### config.mk
export PLATFORM = sky130hd
export DESIGN_NAME = drdy_indicator
export DESIGN_NICKNAME = d
export VERILOG_FILES = /design/src/rtl/drdy_pkg.sv /design/src/rtl/drdy_status_reg.sv /design/src/rtl/drdy_cfg_reg.sv /design/src/rtl/drdy_pin_fsm.sv /design/src/rtl/drdy_indicator.sv
export SDC_FILE = /design/constraint.sdc
export NUM_CORES = 1
export LEC_CHECK = 0
export ABC_AREA = 1
export CAP_MARGIN = 25
export CORE_ASPECT_RATIO = 0.6
export CORE_UTILIZATION = 53
export DETAILED_ROUTE_END_ITERATION = 7
export PLACE_DENSITY = 0.89
export SYNTH_ARGS = -nofsm -noshare
export SYNTH_HDL_FRONTEND = slang
export SYNTH_SLANG_ARGS = --single-unit
### constraint.sdc
create_clock -name clk -period 2.3 [get_ports clk]
set_clock_uncertainty 0.05 [all_clocks]
set_input_delay 0.345 -clock clk [delete_from_list [all_inputs] [get_ports clk]]
set_output_delay 0.345 -clock clk [all_outputs]
set_load 0.01 [all_outputs]
### src/rtl/drdy_pkg.sv
`timescale 1ns/1ps
package drdy_pkg;

    // Pin machine states
    typedef enum logic [1:0] {
        ST_GPIO  = 2'd0,
        ST_WAIT  = 2'd1,
        ST_PULSE = 2'd2,
        ST_HOLD  = 2'd3
    } pin_state_e;

    // Mode field encodings
    localparam logic [1:0] MODE_GPO   = 2'b00;
    localparam logic [1:0] MODE_SHORT = 2'b01;
    localparam logic [1:0] MODE_LONG  = 2'b10;
    localparam logic [1:0] MODE_HOLD  = 2'b11;

    // Configuration field positions
    localparam int CFG_OUT_BIT  = 0;
    localparam int CFG_POL_BIT  = 1;
    localparam int CFG_MODE_LSB = 4;
    localparam logic [7:0] CFG_RESET = 8'h03;

    // Pulse width in clock cycles for a clock in kHz and a width in microseconds
    function automatic int pulse_cycles(input int clk_khz, input int width_us);
        return (clk_khz * width_us) / 1000;
    endfunction

endpackage

### src/rtl/drdy_status_reg.sv
`timescale 1ns/1ps
module drdy_status_reg #(
    parameter int N_SRC = 8
) (
    input  logic             clk,
    input  logic             rst_n,
    input  logic [N_SRC-1:0] src_ready,
    input  logic             status_rd,
    output logic [N_SRC-1:0] status_q
);

    // One sticky bit per source: the read clears first, then a new strobe sets
    for (genvar gi = 0; gi < N_SRC; gi++) begin : g_bit
        always_ff @(posedge clk or negedge rst_n) begin
            if (!rst_n) begin
                status_q[gi] <= 1'b0;
            end else begin
                status_q[gi] <= (status_q[gi] & ~status_rd) | src_ready[gi];
            end
        end
    end

endmodule

### src/rtl/drdy_cfg_reg.sv
`timescale 1ns/1ps
module drdy_cfg_reg #(
    parameter int          WIDTH     = 8,
    parameter logic [WIDTH-1:0] RESET_VAL = '0
) (
    input  logic             clk,
    input  logic             rst_n,
    input  logic             wr_en,
    input  logic [WIDTH-1:0] wr_data,
    output logic [WIDTH-1:0] q
);

    always_ff @(posedge clk or negedge rst_n) begin
        if (!rst_n) begin
            q <= RESET_VAL;
        end else if (wr_en) begin
            q <= wr_data;
        end
    end

endmodule

### src/rtl/drdy_pin_fsm.sv
`timescale 1ns/1ps
module drdy_pin_fsm
    import drdy_pkg::*;
#(
    parameter int SHORT_CYC = 16,
    parameter int LONG_CYC  = 128
) (
    input  logic       clk,
    input  logic       rst_n,
    input  logic       evt,
    input  logic       status_rd,
    input  logic [1:0] mode,
    input  logic       gp_low,
    output logic       pin_pull_low
);

    localparam int CNT_W = $clog2(LONG_CYC + 1);
    localparam logic [CNT_W-1:0] SHORT_M1 = CNT_W'(SHORT_CYC - 1);
    localparam logic [CNT_W-1:0] LONG_M1  = CNT_W'(LONG_CYC - 1);

    pin_state_e       state, state_n;
    logic [1:0]       mode_q;
    logic [CNT_W-1:0] cnt, cnt_n;
    logic [CNT_W-1:0] reload;

    assign reload = (mode == MODE_LONG) ? LONG_M1 : SHORT_M1;

    // State register
    always_ff @(posedge clk or negedge rst_n) begin
        if (!rst_n) begin
            state  <= ST_GPIO;
            mode_q <= MODE_GPO;
            cnt    <= '0;
        end else begin
            state  <= state_n;
            mode_q <= mode;
            cnt    <= cnt_n;
        end
    end

    // Next-state logic
    always_comb begin
        state_n = state;
        cnt_n   = cnt;
        if (mode != mode_q) begin
            // mode-switch
            state_n = (mode == MODE_GPO) ? ST_GPIO : ST_WAIT;
            cnt_n   = '0;
        end else begin
            unique case (state)
                ST_GPIO: begin
                    if (mode != MODE_GPO) begin
                        state_n = ST_WAIT;
                    end
                end
                ST_WAIT: begin
                    if (evt) begin
                        // event-start
                        if (mode == MODE_HOLD) begin
                            state_n = ST_HOLD;
                        end else if (mode != MODE_GPO) begin
                            state_n = ST_PULSE;
                            cnt_n   = reload;
                        end
                    end
                end
                ST_PULSE: begin
                    if (evt) begin
                        cnt_n = reload;          // retrigger
                    end else if (cnt == '0) begin
                        state_n = ST_WAIT;       // expire
                    end else begin
                        cnt_n = cnt - 1'b1;
                    end
                end
                ST_HOLD: begin
                    if (status_rd && !evt) begin
                        state_n = ST_WAIT;       // read-release
                    end
                end
            endcase
        end
    end

    // Output logic
    always_comb begin
        if (mode == MODE_GPO) begin
            pin_pull_low = gp_low;
        end else begin
            pin_pull_low = (state == ST_PULSE) || (state == ST_HOLD);
        end
    end

endmodule

### src/rtl/drdy_indicator.sv
`timescale 1ns/1ps
module drdy_indicator
    import drdy_pkg::*;
#(
    parameter int CLK_KHZ = 200000,
    parameter int N_SRC   = 8
) (
    input  logic             clk,
    input  logic             rst_n,
    input  logic [N_SRC-1:0] src_ready,
    input  logic             status_rd,
    input  logic             cfg_we,
    input  logic [7:0]       cfg_wdata,
    output logic [N_SRC-1:0] status_q,
    output logic [7:0]       cfg_q,
    output logic             pin_pull_low
);

    localparam int SHORT_CYC = pulse_cycles(CLK_KHZ, 16);
    localparam int LONG_CYC  = pulse_cycles(CLK_KHZ, 128);

    logic       any_evt;
    logic [1:0] pin_mode;

    assign any_evt  = |src_ready;
    assign pin_mode = cfg_q[CFG_MODE_LSB +: 2];

    drdy_status_reg #(
        .N_SRC (N_SRC)
    ) u_status (
        .clk       (clk),
        .rst_n     (rst_n),
        .src_ready (src_ready),
        .status_rd (status_rd),
        .status_q  (status_q)
    );

    drdy_cfg_reg #(
        .WIDTH     (8),
        .RESET_VAL (CFG_RESET)
    ) u_cfg (
        .clk     (clk),
        .rst_n   (rst_n),
        .wr_en   (cfg_we),
        .wr_data (cfg_wdata),
        .q       (cfg_q)
    );

    drdy_pin_fsm #(
        .SHORT_CYC (SHORT_CYC),
        .LONG_CYC  (LONG_CYC)
    ) u_fsm (
        .clk          (clk),
        .rst_n        (rst_n),
        .evt          (any_evt),
        .status_rd    (status_rd),
        .mode         (pin_mode),
        .gp_low       (cfg_q[CFG_OUT_BIT]),
        .pin_pull_low (pin_pull_low)
    );

endmodule

==> results of run 1 <==
[kinds of logic (layout without fill, tap and decap cells)]
| logic type | count (synthesis) | after routing | synth area share (%) |
|---|---|---|---|
| simple gates | 150 | 150 | 32.3 |
| fa+ha+maj | 5 | 5 | 2.98 |
| compound gates | 35 | 35 | 10.5 |
| xor+xnor | 3 | 3 | 1.25 |
| buf+inv | 46 | 89 | 8.51 |
| mux | 5 | 5 | 2.68 |
| flops | 35 | 35 | 41.8 |
[metrics by stage]
stage	hold WS, ns	cells	util, %
floorplan	-0.000591	279	-
global placement	0.428	361	67.9
detailed placement	0.439	361	67.9
CTS	0.432	369	70.1
global route	0.469	369	70.4
finish	0.419	369	70.4
[per-layer routing]
layer | vias to the layer above | share of wire [%] | track usage, % | routed length (µm)
met5 | - | 0 | 0 | 0
met4 | 0 | 1.6 | 7.47 | 82
met3 | 15 | 7.1 | 5.59 | 361
met2 | 93 | 43 | 39.2 | 2190
met1 | 922 | 48 | 38.1 | 2450
li1 | 969 | - | - | -
[area by class of cell]
type | count | area share (%)
multi-input cells | 198 | 40.4
inverters | 41 | 5.87
clock buffers | 7 | 2.91
clock inverters | 1 | 0.191
flip-flops and latches | 35 | 33.5
repair buffers | 40 | 14.9
well taps | 47 | 2.24
[critical path, cell delays in order (launching register included)]
cell             delay (ns)
dfrtp_1                0.42
inv_1                  0.15
ha_4                   0.22
o21ai_0                0.09
o21ai_0                0.07
clkdlybuf4s50_1        0.55
[layout by cell type, fill, tap and decap left out, types with 8 or more instances in the layout]
cell type / synthesis / routed
nand2_1: 69 / 69
inv_1: 38 / 38
nand3_1: 25 / 25
o21ai_0: 14 / 14
clkdlybuf4s50_1: 0 / 36
nor2_1: 36 / 36
dfrtp_1: 33 / 33
o21bai_1: 8 / 8
[how the worst max path moves through the flow]
| stage | startpoint | end | cells after the start |
|---|---|---|---|
| floorplan | u_fsm.cnt[0] | u_fsm.cnt[7] | 11 |
| global placement | u_fsm.state[0] | pin_pull_low | 5 |
| detailed placement | src_ready[5] | u_fsm.state[1] | 10 |
| CTS | u_fsm.state[0] | pin_pull_low | 5 |
| global route | u_fsm.state[0] | pin_pull_low | 5 |
| finish | u_fsm.state[0] | pin_pull_low | 5 |
[flip-flops by register name, summed over array words and instances (netlist names)]
| signal | flops |
|---|---|
| u_status.status_q | 8 |
| u_fsm.state | 2 |
| u_fsm.cnt | 15 |
| u_fsm.mode_q | 2 |
| u_cfg.q | 8 |
[report_power, final]
group | switching (mW) | total [mW] | internal [mW]
combinational | 0.461 | 0.738 | 0.278
clock | 0.216 | 0.428 | 0.212
sequential | 0.0793 | 0.775 | 0.695
total | 0.756 | 1.94 | 1.19
[timing repair]
action | in CTS | in global routing
resized for setup | 1 | 1
pin swaps | 0 | 0
hold endpoints to repair | 0 | 0
endpoints found under the setup margin | 1 | 1
==> flow_summary_export.csv, run 1 <==
group,metric,value,unit
run_status,outcome,"finished clean",
synth,syn-cell-area,2100,µm²
timing,setup_ws,0.111,ns
layout,final_nets,346,
layout,final_area,2620,µm²
drt,wirelength,5080,µm
global_route,grt_pass1_vias,1832,
clocking,cts_buffer_depth,2,
global_route,grt_first_pass_wirelength,8470,µm
clocking,numCtsBuffers,5,
drt,first_pass_iters,5,
clocking,worstSkewPairLatency,0.29,ns
pwr,power,1.94,mW
worst_setup_path,cp-start-kind,"flip-flop",
drt,ant_nets,0,
pwr,ir_drop,0.000567,V
worst_setup_path,path_max_fanout,10,
pwr,powerDensity,741,nW/µm²
drt,drcViolationCount,0,
clocking,cts_tree,"done",
min_path,hp-class,"input port to asynchronous set/reset pin",
worst_setup_path,ff2ff_setup_slack,0.38,ns
worst_setup_path,arrival,1.79,ns
timing,setup_viol,0,
die,fp.coreArea,3720,µm²
die,fp.dieH,50.8,µm
layout,fillers,287,
layout,final-seq-area,878,µm²
clocking,holdBufCountCts,0,
die,die_area,4230,µm²
job,cap_violations,0,
layout,diodes,0,
layout,multiInputGateArea,1060,µm²
synth,synthCells,279,
synth,synth_warnings,0,
timing,worstMarginPinSlew,0.442,ns
synth,yosysUniqueCellTypes,31,
drt,drt_iter0_drc,254,
global_route,grt-ovfl-total,0,
synth,ys_ff_latch,35,
worst_setup_path,critPathKind,"flip-flop to output pin",
synth,avgSynthCellArea,7.53,µm²
timing,finalHoldViolations,0,
layout,syn_to_final_growth,24.6,%
synth,async_flop_share,100,%
worst_setup_path,worst_ep_required_time,1.90,ns
die,num_rows,17,
place,place_congestion,0.901,
timing,fin_crit,2.19,ns
worst_setup_path,reg2reg_from,"u_fsm.cnt[0]",
worst_setup_path,end_kind,"output pin",
timing,rsz0062_at_grt,"false",
place,hpwl,3880,µm
place,place_ws,0.296,ns
die,dieWidth,83.3,µm
synth,ys.flop_type,"dfrtp_1",
timing,slew_violations,0,
clocking,cts_sinks,35,
timing,slew_headroom,70.5,%
drt,drt-vias-per-instance,5.42,
timing,setup_tns,0,ns
drt,wl_per_cell,13.8,µm
die,io-pin-count,37,
synth,synth_commonest_cells,"nand2_1, inv_1, nor2_1",
place,place_area,2530,µm²
global_route,grt_usage,26.1,%
global_route,grt_max_degree,36,
timing,finalCritPeriodShare,95.2,%
synth,synth_edf_count,0,
worst_setup_path,reg2regPathDepth,11,
clocking,clk_pin_slew,0.07,ns
worst_setup_path,r2r_end,"u_fsm.cnt[13]",
die,start_util,56.5,%
clocking,cts_root_buffer,"clkbuf_8",
clocking,post-cts-setup-buffers,0,
layout,drive_gt1_share,10.9,%
synth,synth_top_cell_area_share,39.3,%
synth,yosysSeqAreaShare,41.8,%
clocking,cts_max_level,2,
synth,synth_fp_nets,304,
synth,yosysMostFrequentCell,"nand2_1",
synth,yosys.area.top_type,"dfrtp_1",
synth,synthTopCellsByArea,"dfrtp_1, nand2_1, inv_1",
global_route,antenna_found_initial,0,
timing,max_freq,0.457,GHz
pwr,p_leak,1.27,nW
place,port_buffers,36,
drt,vias,1999,
Power figures use the tool's default switching activity.
==> inputs of run 2 (changes only) <==
- CORE_UTILIZATION: 53 -> 40
- PLACE_DENSITY: 0.89 -> 0.72
==> run 2 against run 1 <==
  * Die area grew 31%
  * Power grew 5.8%
  * Clock power grew 30%
  * Combinational power shrank 2%
  * Cell count grew 5.1%
  * Setup slack gained 0.065 ns
  * Critical endpoint unchanged
  * Largest power group unchanged
  * Highest routed layer unchanged
==> flow_summary_export.csv, run 2 (synthesis results as in run 1) <==
group,metric,value,unit
clocking,clk_pin_slew,0.08,ns
timing,slew_violations,0,
drt,first_pass_iters,4,
layout,syn_to_final_growth,27.0,%
pwr,p_sw,0.763,mW
worst_setup_path,end_kind,"output pin",
clocking,cts_root_buffer,"clkbuf_8",
worst_setup_path,worst_ep_required_time,1.90,ns
clocking,cts_resized,0,
global_route,grt-ovfl-total,0,
drt,ant_nets,0,
die,fp.coreArea,5050,µm²
drt,drcViolationCount,0,
timing,setup_tns,0,ns
timing,worstMarginPinSlew,0.479,ns
worst_setup_path,path_max_fanout,6,
global_route,grt_usage,19.9,%
clocking,post-cts-setup-buffers,0,
layout,fillers,487,
layout,layout_commonest_cell,"nand2_1",
pwr,ir_drop,0.000319,V
die,fp.dieH,58.2,µm
global_route,grt_max_degree,36,
pwr,powerDensity,769,nW/µm²
pwr,combinationalPowerShare,35.1,%
die,io-pin-count,37,
clocking,cts_sinks,35,
pwr,p_leak,1.29,nW
layout,finalNonFillerCells,388,
die,dieWidth,95.6,µm
place,dp_cells,380,
global_route,grt_first_pass_wirelength,8030,µm
timing,setup_ws,0.176,ns
run_status,outcome,"finished clean",
timing,max_freq,0.471,GHz
worst_setup_path,critPathKind,"flip-flop to output pin",
clocking,cts_max_level,2,
layout,final_nets,346,
clocking,worstSkewPairLatency,0.29,ns
worst_setup_path,ff2ff_setup_slack,0.36,ns
drt,drt_iter0_drc,110,
timing,fin_crit,2.12,ns
place,place_ws,0.337,ns
die,die_area,5560,µm²
place,hpwl,3790,µm
layout,largest_reg_flops,15,
layout,multiInputGateArea,1050,µm²
pwr,swShare,37.2,%
clocking,cts_buffer_depth,2,
die,num_rows,20,
drt,wirelength,4910,µm
worst_setup_path,cp-start-kind,"flip-flop",
layout,diodes,0,
timing,setup_viol,0,
place,place_congestion,0.898,
clocking,cts_tree,"done",
clocking,numCtsBuffers,5,
global_route,antenna_found_initial,0,
layout,drive_gt1_share,11.5,%
min_path,hp-class,"input port to asynchronous set/reset pin",
timing,finalHoldViolations,0,
drt,wl_per_cell,12.7,µm
timing,slew_headroom,67.8,%
drt,vias,1948,
global_route,grt_pass1_vias,1631,
timing,finalCritPeriodShare,92.3,%
timing,rsz0062_at_grt,"false",
worst_setup_path,arrival,1.73,ns
clocking,holdBufCountCts,0,
drt,drt-vias-per-instance,5.02,
die,start_util,41.6,%
layout,final-seq-area,878,µm²
pwr,p_int,1.29,mW
layout,layout_common_cells,"nand2_1, inv_1, clkdlybuf4s50_1",
layout,regMostFlops,"u_fsm.cnt",
pwr,clockPowerShare,27.2,%
job,cap_violations,0,
place,port_buffers,36,
pwr,power,2.05,mW
pwr,pwr-share-seq,37.7,%
layout,largestRegisters,"u_fsm.cnt: 15 flops, u_cfg.q: 8 flops, u_status.status_q: 8 flops",
## run 2: cell types whose count changed in the layout (fill, tap and decap cells not counted)
cell       change
nor2_1         -1
ha_1           +1
clkbuf_1       -2
clkinv_4       +1
ha_4           -1
nor2_4         +1
bufinv_16      +1
## run 2: stage by stage
step           utilization [%]  instance area, µm²  hold WS, ns
6_report                  52.8                2670        0.401
5_1_grt                   52.8                2670        0.455
4_1_cts                   52.7                2660        0.421
3_5_place_dp              50.4                2550        0.432
3_3_place_gp              50.4                2550        0.431
2_1_floorplan                -                2100    -0.000591
## run 2: power groups by stage
stage | sequential, mW | clock (mW) | combinational, mW
3_5_place_dp | 0.782 | 0 | 0.705
4_1_cts | 0.771 | 0.572 | 0.713
5_1_grt | 0.788 | 0.613 | 0.811
2_1_floorplan | 0.773 | 0 | 0.486
3_3_place_gp | 0.781 | 0 | 0.693
6_report | 0.775 | 0.558 | 0.721
## run 2: worst max-delay path, cell delays in order, from the launching register on
cell and delay [ns]:
dfrtp_1 0.47, nor2_4 0.19, inv_1 0.07, o21ai_0 0.15, clkdlybuf4s50_1 0.56
## run 2: cell type report
cell class / instances / area share (%)
inverter: 41 / 5.76
clock inverter: 3 / 1.64
tap: 66 / 3.09
timing repair buffer: 40 / 14.6
sequential: 35 / 32.9
multi-input combinational: 198 / 39.4
clock buffer: 5 / 2.58
## run 2: final timing paths
check / cells after the start / from / end
worst max-delay path: 4 / u_cfg.q[5] / pin_pull_low
worst min-delay path: 2 / rst_n / u_cfg.q[3]
worst max register to register: 11 / u_fsm.cnt[0] / u_fsm.cnt[13]
worst min register to register: 2 / u_cfg.q[0] / u_cfg.q[0]
max in group asynchronous: 2 / rst_n / u_cfg.q[0]
min in group clk: 2 / u_cfg.q[0] / u_cfg.q[0]
## run 2: routing by layer
metal	routed length (µm)	global-route usage (%)	up-vias	share of wire (%)
li1	-	-	974	-
met1	2580	31.4	896	52
met2	1840	24.6	69	37
met3	404	4.72	9	8.2
met4	95	9.59	0	1.9
met5	0	0	-	0
